`src/rtl/trap_sentry_pkg.sv`:
```
package trap_sentry_pkg;

    localparam int ADDR_W    = 16;
    localparam int OP_W      = 8;
    localparam int NUM_CAUSE = 4;
    localparam int VEC_W     = $clog2(NUM_CAUSE);
    localparam int NUM_PROT  = 6;
    localparam int SEL_W     = 2;

    // cause index doubles as the vector identifier and the priority (0 highest)
    localparam int C_OVF   = 0;
    localparam int C_UNF   = 1;
    localparam int C_UNDEF = 2;
    localparam int C_PROT  = 3;

    typedef enum logic [1:0] {
        SPK_IMPL_DEC  = 2'b00,
        SPK_IMPL_INC  = 2'b01,
        SPK_ARITH_SUB = 2'b10,
        SPK_ARITH_ADD = 2'b11
    } sp_kind_e;

    typedef enum logic [SEL_W-1:0] {
        REG_OVF_LIM = 2'd0,
        REG_UNF_LIM = 2'd1,
        REG_FLAGS   = 2'd2,
        REG_NONE    = 2'd3
    } reg_sel_e;

    localparam logic [OP_W-1:0] PROT_OPS [NUM_PROT] = '{
        8'hC3, 8'hC5, 8'hC6, 8'hC9, 8'hCA, 8'hCC
    };

    typedef struct packed {
        logic [NUM_CAUSE-1:0] hit;
        logic                 stack_arith;
    } cause_t;

    typedef struct packed {
        logic              req;
        logic [VEC_W-1:0]  vec;
        logic [ADDR_W-1:0] ip;
    } trap_out_t;

    function automatic logic is_decrement(input logic [1:0] kind);
        return ~kind[0];
    endfunction

    function automatic logic is_arith(input logic [1:0] kind);
        return kind[1];
    endfunction

    function automatic logic guard_ok(input logic [OP_W-1:0] op,
                                      input logic [2*OP_W-1:0] w2);
        return (w2[OP_W-1:0] == op) && (w2[2*OP_W-1:OP_W] == ~op);
    endfunction

endpackage

```
`src/rtl/trap_limit_regs.sv`:
```
module trap_limit_regs
    import trap_sentry_pkg::*;
#(
    parameter int AW = ADDR_W
) (
    input  logic             clk,
    input  logic             rst,
    input  logic             wr_en,
    input  logic [SEL_W-1:0] wr_sel,
    input  logic [AW-1:0]    wr_data,
    output logic [AW-1:0]    ovf_lim,
    output logic [AW-1:0]    unf_lim
);
    localparam logic [AW-1:0] OVF_RST = '0;
    localparam logic [AW-1:0] UNF_RST = '1;

    always_ff @(posedge clk) begin
        if (rst) begin
            ovf_lim <= OVF_RST;
            unf_lim <= UNF_RST;
        end else if (wr_en) begin
            if (wr_sel == REG_OVF_LIM) ovf_lim <= wr_data;
            if (wr_sel == REG_UNF_LIM) unf_lim <= wr_data;
        end
    end

    AST_OVF_LIM_WRITE: assert property (@(posedge clk) disable iff (rst)
        (wr_en && wr_sel == REG_OVF_LIM) |=> (ovf_lim == $past(wr_data)));
    AST_UNF_LIM_WRITE: assert property (@(posedge clk) disable iff (rst)
        (wr_en && wr_sel == REG_UNF_LIM) |=> (unf_lim == $past(wr_data)));
    AST_LIM_HOLD: assert property (@(posedge clk) disable iff (rst)
        !wr_en |=> ($stable(ovf_lim) && $stable(unf_lim)));
endmodule

```
`src/rtl/trap_cause_detect.sv`:
```
module trap_cause_detect
    import trap_sentry_pkg::*;
#(
    parameter int AW  = ADDR_W,
    parameter int OW  = OP_W,
    parameter int NP  = NUM_PROT
) (
    input  logic          sp_upd_valid,
    input  logic [1:0]    sp_upd_kind,
    input  logic [AW-1:0] sp_new,
    input  logic          instr_valid,
    input  logic          op_defined,
    input  logic [OW-1:0] instr_op,
    input  logic [2*OW-1:0] instr_word2,
    input  logic [AW-1:0] ovf_lim,
    input  logic [AW-1:0] unf_lim,
    output cause_t        cause
);
    logic [NP-1:0] prot_match;
    logic          is_prot;
    logic          dec_move;
    logic          inc_move;

    generate
        for (genvar g = 0; g < NP; g++) begin : g_prot
            assign prot_match[g] = (instr_op == PROT_OPS[g]);
        end
    endgenerate

    assign is_prot  = |prot_match;
    assign dec_move = sp_upd_valid &&  is_decrement(sp_upd_kind);
    assign inc_move = sp_upd_valid && !is_decrement(sp_upd_kind);

    always_comb begin
        cause                 = '0;
        cause.hit[C_OVF]      = dec_move && (sp_new < ovf_lim);
        cause.hit[C_UNF]      = inc_move && (sp_new > unf_lim);
        cause.hit[C_UNDEF]    = instr_valid && !op_defined;
        cause.hit[C_PROT]     = instr_valid && op_defined && is_prot &&
                                !guard_ok(instr_op, instr_word2);
        cause.stack_arith     = is_arith(sp_upd_kind);
    end

    always_comb begin
        assert ($onehot0(prot_match));
        assert (!(cause.hit[C_OVF] && cause.hit[C_UNF]));
    end
endmodule

```
`src/rtl/trap_flag_reg.sv`:
```
module trap_flag_reg
    import trap_sentry_pkg::*;
#(
    parameter int NC = NUM_CAUSE,
    parameter int AW = ADDR_W
) (
    input  logic             clk,
    input  logic             rst,
    input  logic [NC-1:0]    set_hit,
    input  logic             wr_en,
    input  logic [SEL_W-1:0] wr_sel,
    input  logic [AW-1:0]    wr_data,
    output logic [NC-1:0]    flags
);
    logic [NC-1:0] keep_mask;

    assign keep_mask = (wr_en && wr_sel == REG_FLAGS) ? wr_data[NC-1:0] : '1;

    always_ff @(posedge clk) begin
        if (rst) flags <= '0;
        else     flags <= (flags & keep_mask) | set_hit;
    end

    generate
        for (genvar b = 0; b < NC; b++) begin : g_chk
            AST_FLAG_STICKY: assert property (@(posedge clk) disable iff (rst)
                (flags[b] && !(wr_en && wr_sel == REG_FLAGS && !wr_data[b]))
                |=> flags[b]);
            AST_SET_WINS: assert property (@(posedge clk) disable iff (rst)
                set_hit[b] |=> flags[b]);
            AST_CLEAR_TAKES: assert property (@(posedge clk) disable iff (rst)
                (wr_en && wr_sel == REG_FLAGS && !wr_data[b] && !set_hit[b])
                |=> !flags[b]);
        end
    endgenerate
endmodule

```
`src/rtl/trap_arbiter.sv`:
```
module trap_arbiter
    import trap_sentry_pkg::*;
#(
    parameter int NC = NUM_CAUSE,
    parameter int AW = ADDR_W
) (
    input  logic          clk,
    input  logic          rst,
    input  cause_t        cause,
    input  logic [AW-1:0] cur_ip,
    input  logic [AW-1:0] next_ip,
    input  logic [AW-1:0] next2_ip,
    output trap_out_t     tout
);
    trap_out_t     pick;
    logic [AW-1:0] stack_ip;
    logic [AW-1:0] cand_ip [NC];

    assign stack_ip = cause.stack_arith ? next2_ip : next_ip;

    always_comb begin
        cand_ip[C_OVF]   = stack_ip;
        cand_ip[C_UNF]   = stack_ip;
        cand_ip[C_UNDEF] = cur_ip;
        cand_ip[C_PROT]  = cur_ip;
    end

    always_comb begin
        pick = '0;
        for (int i = NC - 1; i >= 0; i--) begin
            if (cause.hit[i]) begin
                pick.req = 1'b1;
                pick.vec = VEC_W'(i);
                pick.ip  = cand_ip[i];
            end
        end
    end

    always_ff @(posedge clk) begin
        if (rst) tout <= '0;
        else     tout <= pick;
    end

    AST_PRIO_OVF: assert property (@(posedge clk) disable iff (rst)
        cause.hit[C_OVF] |=> (tout.req && tout.vec == VEC_W'(C_OVF)));
    AST_PRIO_UNF: assert property (@(posedge clk) disable iff (rst)
        (cause.hit[C_UNF] && !cause.hit[C_OVF])
        |=> (tout.req && tout.vec == VEC_W'(C_UNF)));
    AST_IDLE_NO_REQ: assert property (@(posedge clk) disable iff (rst)
        !(|cause.hit) |=> !tout.req);
    AST_PROT_IP: assert property (@(posedge clk) disable iff (rst)
        (cause.hit == NC'(1 << C_PROT)) |=> (tout.ip == $past(cur_ip)));
endmodule

```
`src/rtl/trap_sentry.sv`:
```
module trap_sentry
    import trap_sentry_pkg::*;
(
    input  logic        clk,
    input  logic        rst,
    input  logic        sp_upd_valid,
    input  logic [1:0]  sp_upd_kind,
    input  logic [15:0] sp_new,
    input  logic        instr_valid,
    input  logic        op_defined,
    input  logic [7:0]  instr_op,
    input  logic [15:0] instr_word2,
    input  logic [15:0] cur_ip,
    input  logic [15:0] next_ip,
    input  logic [15:0] next2_ip,
    input  logic        wr_en,
    input  logic [1:0]  wr_sel,
    input  logic [15:0] wr_data,
    output logic        trap_req,
    output logic [1:0]  trap_vec,
    output logic [15:0] push_ip,
    output logic [3:0]  trap_flags,
    output logic [15:0] ovf_limit,
    output logic [15:0] unf_limit
);
    cause_t    cause;
    trap_out_t tout;

    trap_limit_regs #(.AW(ADDR_W)) u_limits (
        .clk     (clk),
        .rst     (rst),
        .wr_en   (wr_en),
        .wr_sel  (wr_sel),
        .wr_data (wr_data),
        .ovf_lim (ovf_limit),
        .unf_lim (unf_limit)
    );

    trap_cause_detect #(.AW(ADDR_W), .OW(OP_W), .NP(NUM_PROT)) u_detect (
        .sp_upd_valid (sp_upd_valid),
        .sp_upd_kind  (sp_upd_kind),
        .sp_new       (sp_new),
        .instr_valid  (instr_valid),
        .op_defined   (op_defined),
        .instr_op     (instr_op),
        .instr_word2  (instr_word2),
        .ovf_lim      (ovf_limit),
        .unf_lim      (unf_limit),
        .cause        (cause)
    );

    trap_flag_reg #(.NC(NUM_CAUSE), .AW(ADDR_W)) u_flags (
        .clk     (clk),
        .rst     (rst),
        .set_hit (cause.hit),
        .wr_en   (wr_en),
        .wr_sel  (wr_sel),
        .wr_data (wr_data),
        .flags   (trap_flags)
    );

    trap_arbiter #(.NC(NUM_CAUSE), .AW(ADDR_W)) u_arb (
        .clk      (clk),
        .rst      (rst),
        .cause    (cause),
        .cur_ip   (cur_ip),
        .next_ip  (next_ip),
        .next2_ip (next2_ip),
        .tout     (tout)
    );

    assign trap_req = tout.req;
    assign trap_vec = tout.vec;
    assign push_ip  = tout.ip;

    AST_OVF_TRAP: assert property (@(posedge clk) disable iff (rst)
        (sp_upd_valid && !sp_upd_kind[0] && sp_new < ovf_limit)
        |=> (trap_req && trap_vec == 2'd0 && trap_flags[0]));
    AST_UNF_FLAG: assert property (@(posedge clk) disable iff (rst)
        (sp_upd_valid && sp_upd_kind[0] && sp_new > unf_limit)
        |=> trap_flags[1]);
    AST_IMPL_IP: assert property (@(posedge clk) disable iff (rst)
        (cause.hit[C_OVF] && !sp_upd_kind[1]) |=> (push_ip == $past(next_ip)));
    AST_ARITH_IP: assert property (@(posedge clk) disable iff (rst)
        (cause.hit[C_OVF] && sp_upd_kind[1]) |=> (push_ip == $past(next2_ip)));
    AST_UNDEF_IP: assert property (@(posedge clk) disable iff (rst)
        (instr_valid && !op_defined && !cause.hit[C_OVF] && !cause.hit[C_UNF])
        |=> (trap_req && trap_vec == 2'd2 && push_ip == $past(cur_ip)));
    AST_RESET_STATE: assert property (@(posedge clk)
        $past(rst) |-> (trap_flags == 4'd0 && !trap_req &&
                        ovf_limit == 16'h0000 && unf_limit == 16'hFFFF));
endmodule

```
`config.mk`:
```
export PLATFORM = sky130hd
export DESIGN_NAME = trap_sentry
export DESIGN_NICKNAME = d
export VERILOG_FILES = /design/src/rtl/trap_sentry_pkg.sv /design/src/rtl/trap_limit_regs.sv /design/src/rtl/trap_cause_detect.sv /design/src/rtl/trap_flag_reg.sv /design/src/rtl/trap_arbiter.sv /design/src/rtl/trap_sentry.sv
export SDC_FILE = /design/constraint.sdc
export NUM_CORES = 1
export LEC_CHECK = 0
export BUFFER_PORTS_ARGS = -buffer_cell sky130_fd_sc_hd__buf_2
export CORE_ASPECT_RATIO = 0.9
export CORE_MARGIN = 2
export CORE_UTILIZATION = 41
export CTS_CLUSTER_SIZE = 10
export DETAILED_ROUTE_END_ITERATION = 8
export PLACE_DENSITY = 0.8
export SYNTH_ARGS = -nofsm -noshare
export SYNTH_HDL_FRONTEND = slang
export SYNTH_SLANG_ARGS = --single-unit
```
`constraint.sdc`:
```
create_clock -name clk -period 2.7 [get_ports clk]
set_clock_uncertainty 0.1 [all_clocks]
set_input_delay 0.81 -clock clk [delete_from_list [all_inputs] [get_ports clk]]
set_output_delay 0.81 -clock clk [all_outputs]
set_load 0.05 [all_outputs]
```
# After elaboration in Yosys (flattened, before gate mapping)
# Index checks and enable logic that the tools add are counted.
[word_totals]
latchBits = 0
word_cells = 47
input_bits = 114
regBits = 55
romBits = 0
ramBits = 0
output_inout_bits = 55
mem_count = 0
[op_classes]
bitwise_logic = 4
shifts = 0
n_mul = 0
muxes = 6
n_eq_ne = 10
order_cmp = 2
add_sub_neg = 0
n_reduce_logical = 18
n_div = 0
[ops]
columns = ["op", "count"]
rows = [
  ["$mux 19", 4],
  ["$eq 8x8->1 const B", 6],
  ["$eq 8x8->1", 2],
  ["$gt 16x16->1", 1],
  ["$lt 16x16->1", 1],
  ["$mux 16", 1],
  ["$logic_and 1x1->1", 10],
  ["$not 8->8", 1],
  ["$reduce_or 6->1", 1],
  ["$and 4x4->4", 1],
  ["$mux 4", 1],
  ["$or 4x4->4", 1],
  ["$reduce_and 2->1", 2],
  ["$reduce_or 3->1", 1],
  ["$eq 2x1->1 const B", 1],
  ["$eq 2x2->1 const B", 1],
  ["$logic_not 1->1", 2],
  ["$logic_not 2->1", 1],
  ["$reduce_or 2->1", 1],
  ["$not 1->1", 1],
]

# Depth between registers and ports, before layout
# Gate-level depths: netlist of the first run.
[depth]
ltp_word = 9
ltp_mapped = 10
ltp_nobuf = 8

# Modules after synthesis
# A second synthesis of the first run with hierarchy kept.
[unflattened]
hier_cells = 381
hier_area_um2 = 3295.7
[by_module_without_submodules]
columns = ["mod", "instances", "area_per_inst_um2", "seq_area_each_um2", "cells_each"]
rows = [
  ["trap_limit_regs", 1, 1377.6, 640.6, 141],
  ["trap_cause_detect", 1, 994.7, 0.0, 159],
  ["trap_arbiter", 1, 774.5, 380.4, 64],
  ["trap_flag_reg", 1, 148.9, 80.1, 17],
]

# Worst setup path after synthesis of the first run
# Ideal clock, no wire load.
[synth_timing]
kind = "input-to-reg"
startpoint = "in sp_new[1]"
endpoint = "reg u_arb.tout[10] (netlist name)"
n_path_buf = 2
required_ns = 2.528
setup_ns = 0.072
path_stages = 9
slack_ns = 0.059
t_arrival_ns = 2.470
path_cell_list = "ha_1 nor2b_1 o211ai_1 a21boi_2 o31ai_1 a21boi_1 buf_6 buf_6 mux2i_1"
[synth_via]
elab_chain_cells = 4
elab_cells_between_ends = 6
cone_classes = "2 x order compare; 2 x mux; 2 x reduce/logical"
[synth_lines]
columns = ["element", "line_no", "source"]
rows = [
  ["from (decl)", "trap_sentry.sv:8", "input logic [15:0] sp_new,"],
  ["$gt 16x16->1", "trap_cause_detect.sv:37", "cause.hit[C_UNF] = inc_move && (sp_new > unf_lim);"],
  ["$logic_and 1x1->1", "trap_cause_detect.sv:37", ""],
  ["$mux 19", "trap_arbiter.sv:31", "if (cause.hit[i]) begin"],
  ["$mux 19 (*)", "trap_arbiter.sv:31", ""],
]
# Mark *: on every way between the ends. The rest lies on a longest branch, timed or not.
# A chain may end at the register's enable or synchronous reset.

# Worst setup path in the final report of the first run
[layout_timing]
startpoint = "in sp_new[7]"
endpoint = "reg u_arb.tout[12] (netlist name)"
[layout_via]
elab_chain_cells = 4
elab_cells_between_ends = 6
cone_classes = "2 x order compare; 2 x mux; 2 x reduce/logical"
[layout_lines]
columns = ["element", "line_no"]
rows = [
  ["$gt 16x16->1", "trap_cause_detect.sv:37"],
  ["$logic_and 1x1->1", "trap_cause_detect.sv:37"],
  ["$mux 19", "trap_arbiter.sv:31"],
  ["$mux 19 (*)", "trap_arbiter.sv:31"],
]
# Marked as above.

==> reports/qor.csv, run 1 <==
metric,value,unit
status,"complete, no violations",
yosys-top-cells-count,"nand2_1, dfxtp_1, inv_1",
drv_cap,0,
finalWeightedCongestion,0.881,
seq_area_frac_synth,33.9,%
path_cells,buf_2 -> ha_1 -> a21oi_1 -> o21a_1 -> o311ai_1 -> o31ai_1 -> a21boi_4 -> clkbuf_16 -> mux2i_1,
worstMarginPinSlew,469,ps
r2r_end,u_arb.tout[12]$_SDFF_PP0_,
critPathCaptureType,flip-flop,
critPathTopFamily,compound AO/OA/AOI/OAI gates,
grt-ovfl-total,0,
cts_tree,done,
p_leak,2.32,nW
place_hpwl,7390,um
hold_start,u_limits.ovf_lim[11]$_SDFFE_PP0P_,
grt_first_pass_wirelength,14300,um
hold_viol,0,
synth_nets,526,
viasPerCell,5.12,
post_synth_num_cell_types,46,
critPathLaunchType,input pin,
r2r_cells,9,
port_buffers,168,
io_pins,169,
clock_sinks,55,
antenna_found_initial,1,
die-height,88.4,um
cpPeakStageDelay,390,ps
rows,30,
power,1.92,mW
cts-root-buf,clkbuf_8,
avgRoutedWirePerCell,14.2,um
worst_ep_arrival_time,2780,ps
yosysTopAreaCell,dfxtp_1,
path_max_fanout,9,
syn_area,0.00325,mm2
core-area,0.00762,mm2
hold_path_depth,2,
htree_levels,2,
grt_max_degree,39,
area_delta_synth_final,35.2,%
drt_iter0_markers,79,
initial_utilization,42.6,%
via_count,3322,
ir_drop,268,uV
grt_pass1_vias,3246,
fin_crit_sh,98.1,%
synth_warnings,0,
avgSynthCellArea,8.53,um2
drt-total-wl,9210,um
clk_latency,310,ps
fmax,0.378,GHz
async_reset_ff_share,0,%
drcViolationCount,0,
min_path_type,flip-flop to flip-flop,
ant_nets,0,
ys_seq_elements,55,
drive_above_1_share,38.9,%
dieArea,0.00865,mm2
reg2reg_slack,260,ps
first_pass_iters,4,
cpMaxStageDelayCell,o31ai_1,
p_per_area,437,mW/mm2
setup_violations,0,
synth.top_cell.area_share,33.9,%
min_to,u_limits.ovf_lim[11]$_SDFFE_PP0P_,
grt_usage,20.4,%
path_buf_inv,2,
clk_pin_slew_worst_paths,90,ps
synthFlopType,dfxtp_1,
critPathKind,input pin to flip-flop,
yosys.cell_count.top_type,nand2_1,
utilization,57.6,%
synth.area.top_cells,"dfxtp_1, ha_1, mux2i_1, nand2_1, a21oi_1",
cts_buffers,5,
hold_slack,373,ps
synth_edf_count,0,
finalSetupTns,0,ps
netlist_instances,381,
period_needed,2650,ps
finalNetCount,697,
die_w,97.8,um
slew_headroom,68.5,%
slew_violations,0,
cts_buffer_depth,2,
cts_hold_buffers,0,
worstPathRequired,2830,ps
r2r_start,u_limits.unf_lim[7]$_SDFFE_PP1P_,
state kept, by name, summed over array words and instances (netlist names):
signal,count
u_limits.unf_lim,16
u_flags.flags,4
u_arb.tout,19
u_limits.ovf_lim,16
cell families after synthesis:
group / share of synthesized area (%)
AO/OA/AOI/OAI: 15.9
XOR/XNOR: 0.270
multiplexers: 9.86
adder cells (fa/ha/maj): 11.9
flip-flops: 33.9
AND/OR/NAND/NOR: 21.5
buffers and inverters: 6.63
power breakdown:
group          total (mW)  internal, mW  switching [mW]
logic               0.522         0.204           0.318
clock network       0.532         0.271           0.260
registers           0.864         0.847          0.0170
routing by layer:
layer,wire (um),GRT usage [%],vias to the layer above,part of all wire (%)
li1,-,-,1655,-
met3,655,5.06,20,7.1
met2,4790,39.6,126,52
met4,183,7.58,0,2.0
met1,3580,21.6,1521,39
met5,0,0,-,0
what timing repair did:
item,in CTS,in global routing
buffers inserted,0,1
hold endpoints to repair,0,0
setup endpoints to repair,0,8
gates resized for setup,0,3
final cells by class:
type                       count  area (um2)
clock inverter                 2        37.5
timing repair buffer         182         976
clock buffer                   5        68.8
antenna                        1        2.50
sequential                    55        1100
tap                           96         120
fill                         707        3230
multi-input combinational    274        1960
inverter                      34         128
metrics by stage:
step                      instances  cell area, um2  setup WS, ps
final                           649            4390          52.5
after global placement          639            4230         -96.8
after global routing            649            4390         -13.9
after CTS                       646            4340           127
after floorplan                 381            3250          58.7
after detailed placement        639            4230          -177
tightest hold or removal path: stages, from the launching register on:
cell and delay (ps):
dfxtp_1 330, nand2_1 50, a21oi_1 50
placed cells by master (no fill, tap or decap), types with 4 or more instances in the layout:
cell type	instances
buf_2	168
nand2_1	60
dfxtp_1	55
inv_1	34
a21oi_1	33
mux2i_1	32
ha_1	31
nor2_1	18
or2_2	17
a211o_1	15
buf_4	12
and3b_1	9
nor3b_1	9
o21ai_0	7
clkbuf_8	5
o22ai_1	4
how the worst max path moves through the flow:
stage,cells past startpoint,from,end
2_1_floorplan,9,sp_new[1],u_arb.tout[10]$_SDFF_PP0_
3_3_place_gp,9,sp_new[15],u_arb.tout[17]$_SDFF_PP0_
3_5_place_dp,9,sp_new[7],u_arb.tout[17]$_SDFF_PP0_
4_1_cts,9,sp_new[7],u_arb.tout[2]$_SDFF_PP0_
5_1_grt,9,sp_new[7],u_arb.tout[4]$_SDFF_PP0_
6_report,9,sp_new[7],u_arb.tout[12]$_SDFF_PP0_
No activity file was read; power rests on OpenSTA's default activity.
==> run 2: changes to the inputs <==
Settings changed: REMOVE_ABC_BUFFERS set to 1.
==> reports/qor.csv, run 2 (synthesis gave the netlist of run 1 again) <==
metric,value,unit,change
cts_buffers,5,,unchanged
clkPwrFrac,24.5,%,-3.2 points
grt_pass1_vias,3215,,-0.96%
dieArea,0.00865,mm2,unchanged
slew_violations,0,,unchanged
core-area,0.00762,mm2,unchanged
avgRoutedWirePerCell,14.3,um,+0.90%
ir_drop,213,uV,-20%
cts_buffer_depth,2,,unchanged
grt-ovfl-total,0,,unchanged
critPathCaptureType,flip-flop,,
grt_first_pass_wirelength,14600,um,+2.0%
reg2reg_slack,390,ps,+130 ps
cts_tree,done,,
p_per_area,423,mW/mm2,-3.2%
hold_start,u_limits.ovf_lim[1]$_SDFFE_PP0P_,,
cpMaxStageDelayCell,nor4_2,,
grt_usage,20.9,%,+0.45 points
largestRegisters,"u_arb.tout (19), u_limits.ovf_lim (16), u_limits.unf_lim (16)",,
viasPerCell,5.12,,about the same
hold_viol,0,,unchanged
antenna_found_initial,0,,-1
sw_frac_of_total,32.8,%,+1.8 points
place_hpwl,7610,um,+3.0%
r2r_end,u_arb.tout[13]$_SDFF_PP0_,,
setup_ws,167,ps,+114 ps
area_delta_synth_final,33.4,%,
cp.depth,9,,unchanged
min_path_type,flip-flop to flip-flop,,
clk_latency,300,ps,about the same
seqCellArea,0.00110,mm2,unchanged
cts_hold_buffers,0,,unchanged
min_to,u_limits.ovf_lim[1]$_SDFFE_PP0P_,,
worst_ep_arrival_time,2670,ps,-110 ps
port_buffers,168,,unchanged
cts_resized,0,,unchanged
final_common_cell,buf_2,,
fin_cells,649,,unchanged
pre_cts_slack,-111,ps,+66.5 ps
drv_cap,0,,unchanged
clock_sinks,55,,unchanged
setup_violations,0,,unchanged
first_pass_iters,4,,unchanged
ant_nets,0,,unchanged
drt-total-wl,9290,um,+0.90%
worstPathRequired,2830,ps,about the same
via_count,3325,,+0.090%
slew_headroom,56.1,%,-12 points
power.internal,1.23,mW,-6.9%
worstMarginPinSlew,658,ps,+189 ps
critPathKind,input pin to flip-flop,,
num_antenna_cells,0,,-1
cpPeakStageDelay,350,ps,-40 ps
cts-root-buf,clkbuf_8,,
multi_input_area,0.00194,mm2,-0.83%
clk_pin_slew_worst_paths,100,ps,about the same
final_cell_mix,"buf_2, nand2_1, dfxtp_1",,
finalNetCount,697,,unchanged
critPathTopFamily,simple AND/OR/NAND/NOR gates,,
post_cts_buffers,0,,unchanged
hold_path_depth,2,,unchanged
top_register,u_arb.tout,,
status,"complete, no violations",,
path_cells,buf_2 -> ha_1 -> nand4_2 -> nor4_2 -> a21oi_1 -> o31ai_1 -> a21boi_2 -> buf_12 -> mux2i_1,,
finalWeightedCongestion,0.858,,-2.6%
htree_levels,2,,unchanged
power.switching,0.601,mW,+0.90%
grt_max_degree,34,,-13%
largest_register_ffs,19,,unchanged
die_w,97.8,um,unchanged
die-height,88.4,um,unchanged
period_needed,2530,ps,-114 ps
drive_above_1_share,38.9,%,-0.070 points
io_pins,169,,unchanged
r2r_start,u_limits.unf_lim[15]$_SDFFE_PP1P_,,
p_leak,2.29,nW,-1.6%
path_buf_inv,2,,unchanged
fmax,0.395,GHz,+4.5%
path_max_fanout,18,,+9
rows,30,,unchanged
fin_crit_sh,93.8,%,-4.2 points
r2r_cells,9,,unchanged
initial_utilization,42.6,%,unchanged
rsz0062_at_grt,false,,
fillers,707,,unchanged
drcViolationCount,0,,unchanged
dp.cells,641,,+0.31%
critPathLaunchType,input pin,,
comb_power_share,28.3,%,+1.1 points
drt_iter0_markers,85,,+7.6%
pwr-share-seq,47.2,%,+2.1 points
## run 2: layout make-up
cell class | count | share of cell area [%]
sequential | 55 | 25.4
inverter | 34 | 2.95
clock inverter | 2 | 0.289
timing repair buffer | 182 | 22.1
clock buffer | 6 | 1.67
multi-input combinational | 274 | 44.8
tap | 96 | 2.77
## run 2: how the worst max path moves through the flow
stage | from | slack (ps) | endpoint
floorplan | sp_new[1] | -770 | u_arb.tout[0]$_SDFF_PP0_
global placement | sp_new[1] | -30 | u_arb.tout[1]$_SDFF_PP0_
detailed placement | sp_new[1] | -110 | u_arb.tout[13]$_SDFF_PP0_
CTS | sp_new[15] | 190 | u_arb.tout[13]$_SDFF_PP0_
global route | sp_new[15] | 70 | u_arb.tout[10]$_SDFF_PP0_
finish | sp_new[15] | 170 | u_arb.tout[13]$_SDFF_PP0_
## run 2: worst register-to-register path, cell delays in order, from the launching register on
cell	delay, ps
dfxtp_1	350
inv_1	60
ha_1	330
nand4_2	170
nor4_2	350
a21oi_1	110
o31ai_1	110
a21boi_2	270
buf_12	190
mux2i_1	210
## run 2: routing by layer
| layer | track usage [%] | part of all wire (%) | up-vias | wire [um] |
|---|---|---|---|---|
| met3 | 4.03 | 6.9 | 13 | 645 |
| met2 | 39.7 | 51 | 140 | 4700 |
| met5 | 0 | 0 | - | 0 |
| met1 | 24.5 | 41 | 1517 | 3810 |
| li1 | - | - | 1655 | - |
| met4 | 4.92 | 1.4 | 0 | 130 |
## run 2: power groups by stage
| stage | combinational, mW | clock, mW | sequential (mW) |
|---|---|---|---|
| floorplan | 0.178 | 0 | 1.01 |
| global placement | 0.503 | 0 | 0.883 |
| detailed placement | 0.519 | 0 | 0.884 |
| CTS | 0.520 | 0.466 | 0.865 |
| global route | 0.564 | 0.495 | 0.868 |
| finish | 0.518 | 0.448 | 0.865 |
## run 2: per-stage QoR
stage	hold slack, ps	instance area [um2]	power, mW	setup TNS (ps)	utilization, %
5_1_grt	400	4330	1.93	0	56.9
3_5_place_dp	366	4250	1.40	-1670	55.7
3_3_place_gp	354	4250	1.39	-382	55.7
4_1_cts	381	4330	1.85	0	56.9
6_report	376	4330	1.83	0	56.9
2_1_floorplan	581	3160	1.19	-13860	-
